--- src/rtl/refsel_handshake.sv ---
module refsel_handshake #(
  parameter int CTRL_W    = 8,
  parameter int MAX_POLLS = 4095
) (
  input  logic              clk,
  input  logic              rst_n,
  input  logic              go,
  input  logic              want_alt,
  input  logic              consumer_on,
  input  logic [CTRL_W-1:0] ctrl_rdata,
  output logic [CTRL_W-1:0] ctrl_wdata,
  output logic              ctrl_we,
  output logic              gate_force,
  output logic              busy,
  output logic              done,
  output logic              err
);
  localparam int CW = $clog2(MAX_POLLS + 1);
  localparam logic [CW-1:0] LAST_POLL = CW'(MAX_POLLS - 1);

  typedef enum logic [1:0] {S_IDLE, S_EVAL, S_WAIT, S_DONE} st_t;
  st_t           st;
  logic          want_q;
  logic [CW-1:0] polls;

  wire hit = (ctrl_rdata[0] == want_q);

  assign busy       = (st != S_IDLE);
  assign done       = (st == S_DONE);
  assign ctrl_we    = (st == S_EVAL) && !hit;
  assign ctrl_wdata = {ctrl_rdata[CTRL_W-1:2], want_q, ctrl_rdata[0]};

  always_ff @(posedge clk) begin
    if (!rst_n) begin
      st         <= S_IDLE;
      want_q     <= 1'b0;
      polls      <= '0;
      err        <= 1'b0;
      gate_force <= 1'b0;
    end else begin
      case (st)
        S_IDLE: if (go) begin
          want_q     <= want_alt;
          err        <= 1'b0;
          gate_force <= !consumer_on;
          st         <= S_EVAL;
        end
        S_EVAL: begin
          polls <= '0;
          st    <= hit ? S_DONE : S_WAIT;
        end
        S_WAIT: begin
          if (hit) st <= S_DONE;
          else if (polls == LAST_POLL) begin
            err <= 1'b1;
            st  <= S_DONE;
          end else polls <= polls + 1'b1;
        end
        default: begin
          gate_force <= 1'b0;
          st         <= S_IDLE;
        end
      endcase
    end
  end

  assert_done_single_R2: assert property (@(posedge clk) disable iff (!rst_n)
    done |=> (!done && !busy));
  assert_go_ignored_busy_R2: assert property (@(posedge clk) disable iff (!rst_n)
    (busy && go) |=> $stable(want_q));
  assert_one_write_R4: assert property (@(posedge clk) disable iff (!rst_n)
    ctrl_we |=> !ctrl_we);
  assert_match_on_success_R5: assert property (@(posedge clk) disable iff (!rst_n)
    (done && !err) |-> ($past(ctrl_rdata[0]) == want_q));
  assert_err_rises_at_done_R6: assert property (@(posedge clk) disable iff (!rst_n)
    $rose(err) |-> done);
  assert_gate_release_R8: assert property (@(posedge clk) disable iff (!rst_n)
    $fell(gate_force) |-> $past(done));
endmodule

--- config.mk ---
export PLATFORM = sky130hd
export DESIGN_NAME = refsel_handshake
export DESIGN_NICKNAME = d
export VERILOG_FILES = /design/src/rtl/refsel_handshake.sv
export SDC_FILE = /design/constraint.sdc
export NUM_CORES = 1
export LEC_CHECK = 0
export BUFFER_PORTS_ARGS = -buffer_cell sky130_fd_sc_hd__buf_2
export CAP_MARGIN = 5
export CORE_MARGIN = 5
export CORE_UTILIZATION = 48
export DETAILED_ROUTE_END_ITERATION = 7
export GPL_TIMING_DRIVEN = 0
export PLACE_DENSITY = 0.77
export SYNTH_ARGS = -nofsm -noshare
export SYNTH_HDL_FRONTEND = slang
export SYNTH_SLANG_ARGS = --single-unit
--- constraint.sdc ---
create_clock -name clk -period 1.65 [get_ports clk]
set_input_delay 0 -clock clk [delete_from_list [all_inputs] [get_ports clk]]
set_output_delay 0 -clock clk [all_outputs]
set_load 0.005 [all_outputs]
**Word-level counts from Yosys, hierarchy flattened**

Index checks and enable logic that the tools add are counted.

- Output and inout port bits: 13
- Input bits: 13
- Register bits after elaboration: 17

- Reductions and logical operators: 13
- Add/subtract/negate cells: 1
- Bitwise logic cells: 1
- Multiplexer cells: 14
- Eq/ne operators: 10

Operators with widths:

| kind | count |
|---|---|
| 12-bit two-way mux | 2 |
| 12-bit one-hot mux with 2 select lines | 1 |
| 12-bit by 1-bit adder with 12-bit output, second input constant | 1 |
| 12-bit == test, second input constant | 1 |
| 2-bit != test, second input constant | 4 |
| 2-bit two-way mux | 3 |
| 2-bit one-hot mux with 3 select lines | 1 |
| 2-bit AND reduction | 3 |
| 2-bit nonzero test | 3 |
| 1-bit two-way mux | 5 |
| 2-bit == test, second input constant | 2 |
| 1-bit one-hot mux with 2 select lines | 2 |
| 4-bit AND reduction | 1 |
| 3-bit != test, second input constant | 1 |
| 3-bit AND reduction | 1 |
| 2-bit by 1-bit == test with 1-bit output, second input constant | 1 |
| 1-bit logical NOT | 2 |
| 2-bit logical NOT | 1 |
| 2-bit OR reduction | 1 |
| 1-bit == test | 1 |
| 1-bit logical AND | 1 |
| 1-bit NOT | 1 |

**Longest topological paths before layout**

Gate-level depths: netlist of the first run.

- Depth after elaboration: 4
- Gate-level depth with buffers: 7
- Gate-level depth less buffers: 6

**Least setup slack after synthesis of the first run**

Ideal clock, no wire load.

- Path type: flip-flop to flip-flop
- Start point: register st[0]
- End point: register polls[10]
- Arrival: 1.679 ns
- Path slack: -0.089 ns
- Cell stages (with the launch flop): 8
- Buffers on the path: 1
- Setup time: 0.060 ns
- Period minus slack after synthesis: 1.739 ns
- Path through: dfxtp_1 > inv_1 > ha_1 > nand2b_1 > clkbuf_1 > a21boi_0 > a2111oi_0 > o2111a_1

- Longest elaborated chain between the ends: 3

RTL lines:

| element | line | RTL |
|---|---|---|
| start: declaration | 22 | `st_t st;` |
| start signal: assignment | 50 | `st <= hit ? S_DONE : S_WAIT;` |
| 2-bit == test or 2-bit by 1-bit == test with 1-bit output (tied branches) | 41 | `case (st)` |
| 2-bit != test (no line) or 2-bit nonzero test (tied branches) | -- |  |
| 3-bit AND reduction (no line) | -- |  |
| end signal: assignment | 57 | `end else polls <= polls + 1'b1;` |
| end: declaration | 24 | `logic [CW-1:0] polls;` |

Several ways; a longest one is shown, not always the timed one.
A chain may end at the register's enable or synchronous reset.

**Worst setup path in the final report of the first run**

- Start point: register polls[0]
- End point: register polls[8]

- Longest elaborated chain between the ends: 4

RTL lines:

| element | line | RTL |
|---|---|---|
| 12-bit by 1-bit adder with 12-bit output | 57 |  |
| 12-bit two-way mux | 54 | `else if (polls == LAST_POLL) begin` |
| 12-bit two-way mux | 53 | `if (hit) st <= S_DONE;` |
| 12-bit one-hot mux with 2 select lines | 41 |  |

Several ways; a longest one is shown, not always the timed one. The select of a mux whose other input is x is not followed.

==> results of run 1 <==
[power groups by stage]
stage	Clock, uW	Sequential, uW	Combinational [uW]
6_report	235	487	807
5_1_grt	259	491	878
4_1_cts	237	485	736
3_5_place_dp	0	502	629
3_3_place_gp	0	498	603
2_1_floorplan	0	493	442
[kinds of logic after synthesis]
kind of cell               count (synthesis)
muxes                                      2
buffers and inverters                     22
AOI/OAI and AO/OA                         38
DFF                                       17
xor gates and xnor gates                   2
adders and majority gates                  6
and+or+nand+nor                           55
[through the flow]
stage | power, uW | cell area (sq um) | std cells
2_1_floorplan | 936 | 1190 | 142
3_3_place_gp | 1100 | 1320 | 189
3_5_place_dp | 1130 | 1320 | 189
4_1_cts | 1460 | 1420 | 198
5_1_grt | 1630 | 1500 | 199
6_report | 1530 | 1500 | 199
[layer usage]
metal	up-vias	wire length, um	GRT usage [%]
li1	586	-	-
met1	591	1280	21.4
met2	66	1670	33.8
met3	7	274	2.38
met4	0	64	8.86
met5	-	0	0
[how the worst max path moves through the flow]
stage              from        end  slack (ns)  cells after the start
2_1_floorplan     st[0]  polls[10]       0.001                      7
3_3_place_gp      st[0]   polls[4]       -0.18                      6
3_5_place_dp      st[0]  polls[10]       -0.25                      7
4_1_cts           st[0]  polls[10]       -0.06                      7
5_1_grt          want_q   polls[8]        -0.1                      5
6_report       polls[0]   polls[8]       -0.04                      6
[worst max-delay path: stages (launching register included)]
cell                       delay, ns
sky130_fd_sc_hd__dfxtp_2        0.36
sky130_fd_sc_hd__inv_2          0.05
sky130_fd_sc_hd__ha_4           0.14
sky130_fd_sc_hd__and2_4         0.15
sky130_fd_sc_hd__and4_4         0.19
sky130_fd_sc_hd__or4_1          0.52
sky130_fd_sc_hd__o211ai_1       0.19
[registers in the layout, indices dropped and copies added, names as in the netlist]
name / cells
gate_force: 1
st: 2
err: 1
polls: 12
want_q: 1
[cells in the final DEF (no fill, tap or decap), types with 2 or more instances in the layout]
master / synthesis / final
sky130_fd_sc_hd__a21oi_1: 7 / 6
sky130_fd_sc_hd__o21ai_0: 3 / 3
sky130_fd_sc_hd__ha_4: 0 / 2
sky130_fd_sc_hd__nand4b_1: 4 / 4
sky130_fd_sc_hd__a31oi_1: 2 / 2
sky130_fd_sc_hd__mux2i_1: 2 / 2
sky130_fd_sc_hd__ha_1: 6 / 3
sky130_fd_sc_hd__and3_1: 3 / 3
sky130_fd_sc_hd__dfxtp_1: 17 / 8
sky130_fd_sc_hd__and4_4: 2 / 2
sky130_fd_sc_hd__buf_2: 2 / 19
sky130_fd_sc_hd__or4b_1: 2 / 2
sky130_fd_sc_hd__nor2_1: 4 / 4
sky130_fd_sc_hd__and2_1: 4 / 2
sky130_fd_sc_hd__or4_1: 2 / 2
sky130_fd_sc_hd__nand4_1: 2 / 2
sky130_fd_sc_hd__buf_4: 9 / 13
sky130_fd_sc_hd__nand3b_1: 3 / 3
sky130_fd_sc_hd__or3_1: 4 / 4
sky130_fd_sc_hd__o2111ai_1: 5 / 5
sky130_fd_sc_hd__a311oi_1: 2 / 2
sky130_fd_sc_hd__o211ai_1: 8 / 8
sky130_fd_sc_hd__nand3_1: 5 / 4
sky130_fd_sc_hd__dlygate4sd3_1: 0 / 3
sky130_fd_sc_hd__dfxtp_4: 0 / 2
sky130_fd_sc_hd__dfxtp_2: 0 / 7
sky130_fd_sc_hd__nand2_2: 1 / 2
sky130_fd_sc_hd__nand2_1: 15 / 14
sky130_fd_sc_hd__and2_4: 0 / 3
sky130_fd_sc_hd__inv_1: 5 / 4
sky130_fd_sc_hd__clkbuf_4: 0 / 4
[repair_timing]
| item | in CTS | in global routing |
|---|---|---|
| gates resized for setup | 12 | 26 |
| hold endpoints to repair | 2 | 0 |
| hold buffers | 3 | 0 |
| pin swaps | 3 | 8 |
| endpoints found under the setup margin | 11 | 13 |
| setup buffers | 2 | 3 |
[synth_stat cells (2+ instances only)]
master / instances / area (sq um)
sky130_fd_sc_hd__a21boi_0: 2 / 15.0
sky130_fd_sc_hd__a21oi_1: 7 / 35.0
sky130_fd_sc_hd__a311oi_1: 2 / 17.5
sky130_fd_sc_hd__a31oi_1: 2 / 12.5
sky130_fd_sc_hd__and2_1: 4 / 25.0
sky130_fd_sc_hd__and3_1: 3 / 18.8
sky130_fd_sc_hd__and4_4: 2 / 22.5
sky130_fd_sc_hd__buf_2: 2 / 10.0
sky130_fd_sc_hd__buf_4: 9 / 67.6
sky130_fd_sc_hd__clkbuf_1: 4 / 15.0
sky130_fd_sc_hd__dfxtp_1: 17 / 340
sky130_fd_sc_hd__ha_1: 6 / 75.1
sky130_fd_sc_hd__inv_1: 5 / 18.8
sky130_fd_sc_hd__mux2i_1: 2 / 20.0
sky130_fd_sc_hd__nand2_1: 15 / 56.3
sky130_fd_sc_hd__nand3_1: 5 / 25.0
sky130_fd_sc_hd__nand3b_1: 3 / 22.5
sky130_fd_sc_hd__nand4_1: 2 / 12.5
sky130_fd_sc_hd__nand4b_1: 4 / 35.0
sky130_fd_sc_hd__nor2_1: 4 / 15.0
sky130_fd_sc_hd__o2111ai_1: 5 / 43.8
sky130_fd_sc_hd__o211ai_1: 8 / 60.1
sky130_fd_sc_hd__o21ai_0: 3 / 15.0
sky130_fd_sc_hd__or3_1: 4 / 25.0
sky130_fd_sc_hd__or4_1: 2 / 15.0
sky130_fd_sc_hd__or4b_1: 2 / 20.0
[area by class of cell]
cell class,count,area [sq um]
plain buffers,15,108
flip-flops and latches,17,357
repair buffers,24,145
well taps,30,37.5
clock buffers,3,22.5
fillers,213,937
multi-input cells,103,798
clock inverters,1,5.00
inverters,6,22.5
==> flow_summary.html, run 1 <==
<table>
<tr><th>Metric</th><th>Value</th></tr>
<tr><th colspan="2">Run status</th></tr>
<tr><td>Run status</td><td>finished with violations</td></tr>
<tr><td>Violations in the final reports</td><td>setup timing</td></tr>
<tr><th colspan="2">Place</th></tr>
<tr><td>Setup WS pre-CTS</td><td>-0.246 ns</td></tr>
<tr><td>Estimated wirelength of the detail-placed design</td><td>2200 um</td></tr>
<tr><td>Final Wtd Congestion</td><td>0.885</td></tr>
<tr><td>IO Port Bufs</td><td>17</td></tr>
<tr><th colspan="2">Global route</th></tr>
<tr><td>Via count of the first global-routing pass</td><td>1,183</td></tr>
<tr><td>Total grt overflow</td><td>0</td></tr>
<tr><td>Pin count of the biggest net entering global routing</td><td>11</td></tr>
<tr><td>GR Util All Layers</td><td>18.7%</td></tr>
<tr><td>Wire length of the first global-routing pass</td><td>5110 um</td></tr>
<tr><td>Initial antenna violation count</td><td>0</td></tr>
<tr><th colspan="2">Flow run</th></tr>
<tr><td>Max capacitance violation total</td><td>0</td></tr>
<tr><th colspan="2">Logic synthesis</th></tr>
<tr><td>Post-synthesis cell area</td><td>1190 sq um</td></tr>
<tr><td>Synth Area in Compound Gates</td><td>23.2%</td></tr>
<tr><td>Synthesized netlist net count</td><td>161</td></tr>
<tr><td>Asr flop ratio synth</td><td>0%</td></tr>
<tr><td>YS warnings</td><td>0</td></tr>
<tr><td>Sequential area share after synthesis</td><td>28.5%</td></tr>
<tr><td>Post-synthesis simple-gate area fraction</td><td>27.7%</td></tr>
<tr><td>Mean instance size in the synthesized netlist</td><td>8.41 sq um</td></tr>
<tr><td>Adder-Cell Fraction of Synth Area</td><td>6.29%</td></tr>
<tr><td>Number of different library cells in the post-synthesis netlist</td><td>44</td></tr>
<tr><td>Dominant combinational cell family by area after synthesis</td><td>simple AND/OR/NAND/NOR gates</td></tr>
<tr><td>Post-synth EDFFs</td><td>0</td></tr>
<tr><td>Xor/xnor share of the synthesized area</td><td>2.10%</td></tr>
<tr><td>Cell count after synthesis</td><td>142</td></tr>
<tr><td>Predominant post-synthesis flop cell</td><td>sky130_fd_sc_hd__dfxtp_1</td></tr>
<tr><td>Share of cell area taken by muxes after synthesis</td><td>1.68%</td></tr>
<tr><td>Seq cells post-synth</td><td>17</td></tr>
<tr><th colspan="2">Critical path</th></tr>
<tr><td>Critical path arrival</td><td>1.91 ns</td></tr>
<tr><td>Worst R2R Setup Slack</td><td>-0.04 ns</td></tr>
<tr><td>Reg2Reg Depth</td><td>6</td></tr>
<tr><td>Reg2Reg Capture Point</td><td>polls[8]</td></tr>
<tr><td>Category of the worst setup path launch point</td><td>flop</td></tr>
<tr><td>Largest fanout on the critical path</td><td>4</td></tr>
<tr><td>Endpoint required time on the critical path</td><td>1.88 ns</td></tr>
<tr><td>Beginning of the worst register-to-register path</td><td>polls[0]</td></tr>
<tr><td>Critical path start-end classification</td><td>flop to flop</td></tr>
<tr><td>Endpoint type of the worst setup path</td><td>flop</td></tr>
<tr><th colspan="2">Hold path</th></tr>
<tr><td>Hold/Removal Path Class</td><td>primary input to flop</td></tr>
<tr><td>Hold Path Cell Cnt</td><td>4</td></tr>
<tr><td>Endpoint with the worst hold slack</td><td>want_q</td></tr>
<tr><td>Start point of the worst hold path</td><td>go</td></tr>
<tr><th colspan="2">Route</th></tr>
<tr><td>Post-detailed-routing wire length</td><td>3290 um</td></tr>
<tr><td>Final routed DRC violation total</td><td>0</td></tr>
<tr><td>DRC violation total after the first TritonRoute iteration</td><td>42</td></tr>
<tr><td>Number of vias per cell</td><td>6.28</td></tr>
<tr><td>Number of routed nets with antenna violations</td><td>0</td></tr>
<tr><td>Wire per inst</td><td>16.5 um</td></tr>
<tr><td>Iteration count of the initial detailed-routing pass</td><td>4</td></tr>
<tr><td>Total number of vias</td><td>1,250</td></tr>
<tr><th colspan="2">Finish</th></tr>
<tr><td>Layout Area Growth over Synthesis</td><td>25.3%</td></tr>
<tr><td>Nets@finish</td><td>189</td></tr>
<tr><td>Layout Utilization</td><td>61.5%</td></tr>
<tr><td>Layout cell share with drive strength beyond 1</td><td>40.2%</td></tr>
<tr><td># diodes</td><td>0</td></tr>
<tr><th colspan="2">Clock network</th></tr>
<tr><td>Total clock buffers created by CTS</td><td>3</td></tr>
<tr><td>CTS sink count</td><td>17</td></tr>
<tr><td>Clock latency on the worst-skew pair</td><td>0.30 ns</td></tr>
<tr><td>Clock-pin slew on the worst setup and hold paths</td><td>0.11 ns</td></tr>
<tr><td>Clock tree root driver cell</td><td>sky130_fd_sc_hd__clkbuf_4</td></tr>
<tr><td>Clock tree from TritonCTS</td><td>done</td></tr>
<tr><td>CTS H-Tree Depth</td><td>1</td></tr>
<tr><td>Largest buffer count on any clock path</td><td>2</td></tr>
<tr><th colspan="2">Die</th></tr>
<tr><td>Initial Utilization</td><td>49.1%</td></tr>
<tr><td>Area of the core region</td><td>2430 sq um</td></tr>
<tr><td>Die Y-Extent</td><td>59.9 um</td></tr>
<tr><td>Placement Rows</td><td>18</td></tr>
<tr><td>Die Area</td><td>3580 sq um</td></tr>
<tr><td>Width of the die</td><td>59.9 um</td></tr>
<tr><td>Ports</td><td>26</td></tr>
<tr><th colspan="2">Timing</th></tr>
<tr><td>Transition at the pin with the smallest max-transition slack</td><td>0.500 ns</td></tr>
<tr><td>Final worst path period share</td><td>102%</td></tr>
<tr><td>Setup skew after layout</td><td>0.00417 ns</td></tr>
<tr><td>Number of setup violations in the final report</td><td>3</td></tr>
<tr><td>Final max-slew violation count</td><td>0</td></tr>
<tr><td>Fin crit period</td><td>1.69 ns</td></tr>
<tr><td>Min setup slack post-route</td><td>-0.0366 ns</td></tr>
<tr><td>Unrepaired setup endpoints after global routing</td><td>true</td></tr>
<tr><td>Tightest hold margin</td><td>0.0477 ns</td></tr>
<tr><td>Final-report hold violation count</td><td>0</td></tr>
<tr><td>Fmax</td><td>593 MHz</td></tr>
<tr><td>Total negative setup slack</td><td>-0.0464 ns</td></tr>
<tr><td>Worst slew margin relative to its limit</td><td>66.7%</td></tr>
<tr><th colspan="2">Pwr</th></tr>
<tr><td>Maximum vdd drop</td><td>833 uV</td></tr>
<tr><td>Leakage power figure</td><td>0.000553 uW</td></tr>
<tr><td>Net switching component of the power</td><td>643 uW</td></tr>
<tr><td>Seq pwr share</td><td>31.8%</td></tr>
<tr><td>Cell area power density</td><td>1020 nW/um^2</td></tr>
<tr><td>Proportion of power drawn by combinational gates</td><td>52.8%</td></tr>
<tr><td>Clock network power share</td><td>15.4%</td></tr>
<tr><td>Switching part of the total</td><td>42.1%</td></tr>
<tr><td>Internal power summed over all cells</td><td>886 uW</td></tr>
</table>
Power figures use the tool's default switching activity.
==> run 2, diff against run 1 <==
SKIP_LAST_GASP = 1   (was not set)
==> run 2 against run 1 <==
Net effect: the flow still finishes with violations (setup timing); hold slack got worse by 0.022 ns; design area decreased by 2.5%; utilization shrank 1.5 points; non-clock buffer count did not move; setup slack improved by 0.00060 ns; critical path depth is the same; sequential power is essentially flat; combinational power down 8.1%; critical path type unchanged; critical endpoint unchanged; largest cell class unchanged.
==> flow_summary.html, run 2 (synthesis results as in run 1) <==
<table>
<tr><th>Metric</th><th>Value</th></tr>
<tr><th colspan="2">Finish</th></tr>
<tr><td>Fill cell total of the finished layout</td><td>222</td></tr>
<tr><td>Footprint of the multi-input gates</td><td>763 sq um</td></tr>
<tr><td>Layout cell share with drive strength beyond 1</td><td>37.9%</td></tr>
<tr><td>Number of flip-flops under the largest register name</td><td>12</td></tr>
<tr><td>Final non-filler cell total</td><td>199</td></tr>
<tr><td>Post-layout instance area</td><td>1460 sq um</td></tr>
<tr><td>Most frequent cells in the layout</td><td>sky130_fd_sc_hd__buf_2, sky130_fd_sc_hd__nand2_1, sky130_fd_sc_hd__buf_4</td></tr>
<tr><td>Biggest regs</td><td>polls x12, st x2</td></tr>
<tr><td># diodes</td><td>0</td></tr>
<tr><td>Layout Area Growth over Synthesis</td><td>22.1%</td></tr>
<tr><td>Register Area</td><td>353 sq um</td></tr>
<tr><td>Largest reg by FF count</td><td>polls</td></tr>
<tr><td>Nets@finish</td><td>189</td></tr>
<tr><td>Leading cell type in the layout, fill and taps excluded</td><td>sky130_fd_sc_hd__buf_2</td></tr>
<tr><th colspan="2">Route</th></tr>
<tr><td>Final routed DRC violation total</td><td>0</td></tr>
<tr><td>Post-detailed-routing wire length</td><td>3120 um</td></tr>
<tr><td>DRC violation total after the first TritonRoute iteration</td><td>25</td></tr>
<tr><td>Number of routed nets with antenna violations</td><td>0</td></tr>
<tr><td>Wire per inst</td><td>15.7 um</td></tr>
<tr><td>Number of vias per cell</td><td>6.06</td></tr>
<tr><td>Total number of vias</td><td>1,205</td></tr>
<tr><td>Iteration count of the initial detailed-routing pass</td><td>4</td></tr>
<tr><th colspan="2">Run status</th></tr>
<tr><td>Violations in the final reports</td><td>setup timing</td></tr>
<tr><td>Run status</td><td>finished with violations</td></tr>
<tr><th colspan="2">Critical path</th></tr>
<tr><td>Largest fanout on the critical path</td><td>4</td></tr>
<tr><td>Endpoint type of the worst setup path</td><td>flop</td></tr>
<tr><td>Critical path arrival</td><td>1.91 ns</td></tr>
<tr><td>Critical path start-end classification</td><td>flop to flop</td></tr>
<tr><td>Endpoint required time on the critical path</td><td>1.87 ns</td></tr>
<tr><td>Category of the worst setup path launch point</td><td>flop</td></tr>
<tr><th colspan="2">Clock network</th></tr>
<tr><td>Total clock buffers created by CTS</td><td>3</td></tr>
<tr><td>Clock tree root driver cell</td><td>sky130_fd_sc_hd__clkbuf_4</td></tr>
<tr><td>CTS H-Tree Depth</td><td>1</td></tr>
<tr><td>CTS sink count</td><td>17</td></tr>
<tr><td>Clock tree from TritonCTS</td><td>done</td></tr>
<tr><td>Clock-pin slew on the worst setup and hold paths</td><td>0.11 ns</td></tr>
<tr><td>Largest buffer count on any clock path</td><td>2</td></tr>
<tr><td>Clock latency on the worst-skew pair</td><td>0.30 ns</td></tr>
<tr><th colspan="2">Timing</th></tr>
<tr><td>Final max-slew violation count</td><td>0</td></tr>
<tr><td>Final worst path period share</td><td>102%</td></tr>
<tr><td>Setup skew after layout</td><td>0.00617 ns</td></tr>
<tr><td>Number of setup violations in the final report</td><td>3</td></tr>
<tr><td>Fin crit period</td><td>1.69 ns</td></tr>
<tr><td>Unrepaired setup endpoints after global routing</td><td>true</td></tr>
<tr><td>Transition at the pin with the smallest max-transition slack</td><td>0.465 ns</td></tr>
<tr><td>Fmax</td><td>593 MHz</td></tr>
<tr><td>Worst slew margin relative to its limit</td><td>69.0%</td></tr>
<tr><td>Min setup slack post-route</td><td>-0.0360 ns</td></tr>
<tr><td>Final-report hold violation count</td><td>0</td></tr>
<tr><td>Tightest hold margin</td><td>0.0262 ns</td></tr>
<tr><th colspan="2">Global route</th></tr>
<tr><td>GR Util All Layers</td><td>18.4%</td></tr>
<tr><td>Total grt overflow</td><td>0</td></tr>
<tr><td>Via count of the first global-routing pass</td><td>1,162</td></tr>
<tr><td>Initial antenna violation count</td><td>0</td></tr>
<tr><td>Pin count of the biggest net entering global routing</td><td>11</td></tr>
<tr><td>Wire length of the first global-routing pass</td><td>5030 um</td></tr>
<tr><th colspan="2">Die</th></tr>
<tr><td>Placement Rows</td><td>18</td></tr>
<tr><td>Initial Utilization</td><td>49.1%</td></tr>
<tr><td>Die Area</td><td>3580 sq um</td></tr>
<tr><td>Area of the core region</td><td>2430 sq um</td></tr>
<tr><td>Die Y-Extent</td><td>59.9 um</td></tr>
<tr><td>Ports</td><td>26</td></tr>
<tr><td>Width of the die</td><td>59.9 um</td></tr>
<tr><th colspan="2">Pwr</th></tr>
<tr><td>Leakage power figure</td><td>0.000543 uW</td></tr>
<tr><td>Internal power summed over all cells</td><td>859 uW</td></tr>
<tr><td>Clock network power share</td><td>16.0%</td></tr>
<tr><td>Maximum vdd drop</td><td>744 uV</td></tr>
<tr><td>Seq pwr share</td><td>33.4%</td></tr>
<tr><td>Switching part of the total</td><td>41.4%</td></tr>
<tr><td>Proportion of power drawn by combinational gates</td><td>50.6%</td></tr>
<tr><td>Design Power</td><td>1470 uW</td></tr>
<tr><td>Net switching component of the power</td><td>608 uW</td></tr>
<tr><td>Cell area power density</td><td>1010 nW/um^2</td></tr>
<tr><th colspan="2">Place</th></tr>
<tr><td>Setup WS pre-CTS</td><td>-0.246 ns</td></tr>
<tr><td>Final Wtd Congestion</td><td>0.885</td></tr>
<tr><td>Estimated wirelength of the detail-placed design</td><td>2200 um</td></tr>
<tr><td>Placed Cells incl. Taps</td><td>189</td></tr>
<tr><td>Placed inst area</td><td>1320 sq um</td></tr>
<tr><td>IO Port Bufs</td><td>17</td></tr>
<tr><th colspan="2">Hold path</th></tr>
<tr><td>Hold/Removal Path Class</td><td>primary input to flop</td></tr>
<tr><th colspan="2">Flow run</th></tr>
<tr><td>Max capacitance violation total</td><td>0</td></tr>
</table>
[run 2: worst max-delay path, stage by stage, from the launching register on]
cell and delay [ns]:
sky130_fd_sc_hd__dfxtp_2 0.36, sky130_fd_sc_hd__inv_2 0.05, sky130_fd_sc_hd__ha_4 0.14, sky130_fd_sc_hd__and2_4 0.15, sky130_fd_sc_hd__and4_4 0.19, sky130_fd_sc_hd__or4_1 0.52
sky130_fd_sc_hd__o211ai_1 0.19
[run 2: cell type report]
class,count,area share (%)
multi-input combinational,103,52.4
sequential,17,24.2
timing repair buffer,23,9.44
buffer,16,7.98
tap,30,2.58
clock buffer,3,1.55
inverter,6,1.55
clock inverter,1,0.343
[run 2: repair_timing]
action | in CTS | in global routing
buffers inserted | 2 | 1
endpoints found under the setup margin | 11 | 13
pin swaps | 3 | 7
gates resized for setup | 9 | 17
endpoints found under the hold margin | 2 | 0
hold buffers | 3 | 0
[run 2: per-layer routing]
metal	global-route usage, %	up-vias	part of all wire (%)
met2	34.0	54	51
met1	21.0	560	41
met5	0	-	0
met3	2.38	4	7.2
met4	7.28	0	1.3
li1	-	587	-
[run 2: power by group through the flow]
stage	sequential (uW)	clock (uW)	combinational (uW)
finish	490	235	742
global route	494	259	812
CTS	485	237	707
detailed placement	502	0	629
global placement	498	0	603
floorplan	493	0	442
[run 2: through the flow]
step,utilization [%],TNS [ns]
after floorplan,-,0
after global placement,54.2,-1.15
after detailed placement,54.2,-1.71
after CTS,57.9,-0.130
after global routing,59.9,-0.359
final,59.9,-0.0627
[run 2: path summary, 6_finish.rpt]
path | cells after the start | slack, ns | end | start
worst max-delay path | 6 | -0.04 | polls[8] | polls[0]
worst min-delay path | 4 | 0.03 | want_q | go
worst max register to register | 6 | -0.04 | polls[8] | polls[0]
worst min register to register | 2 | 0.49 | st[1] | st[1]
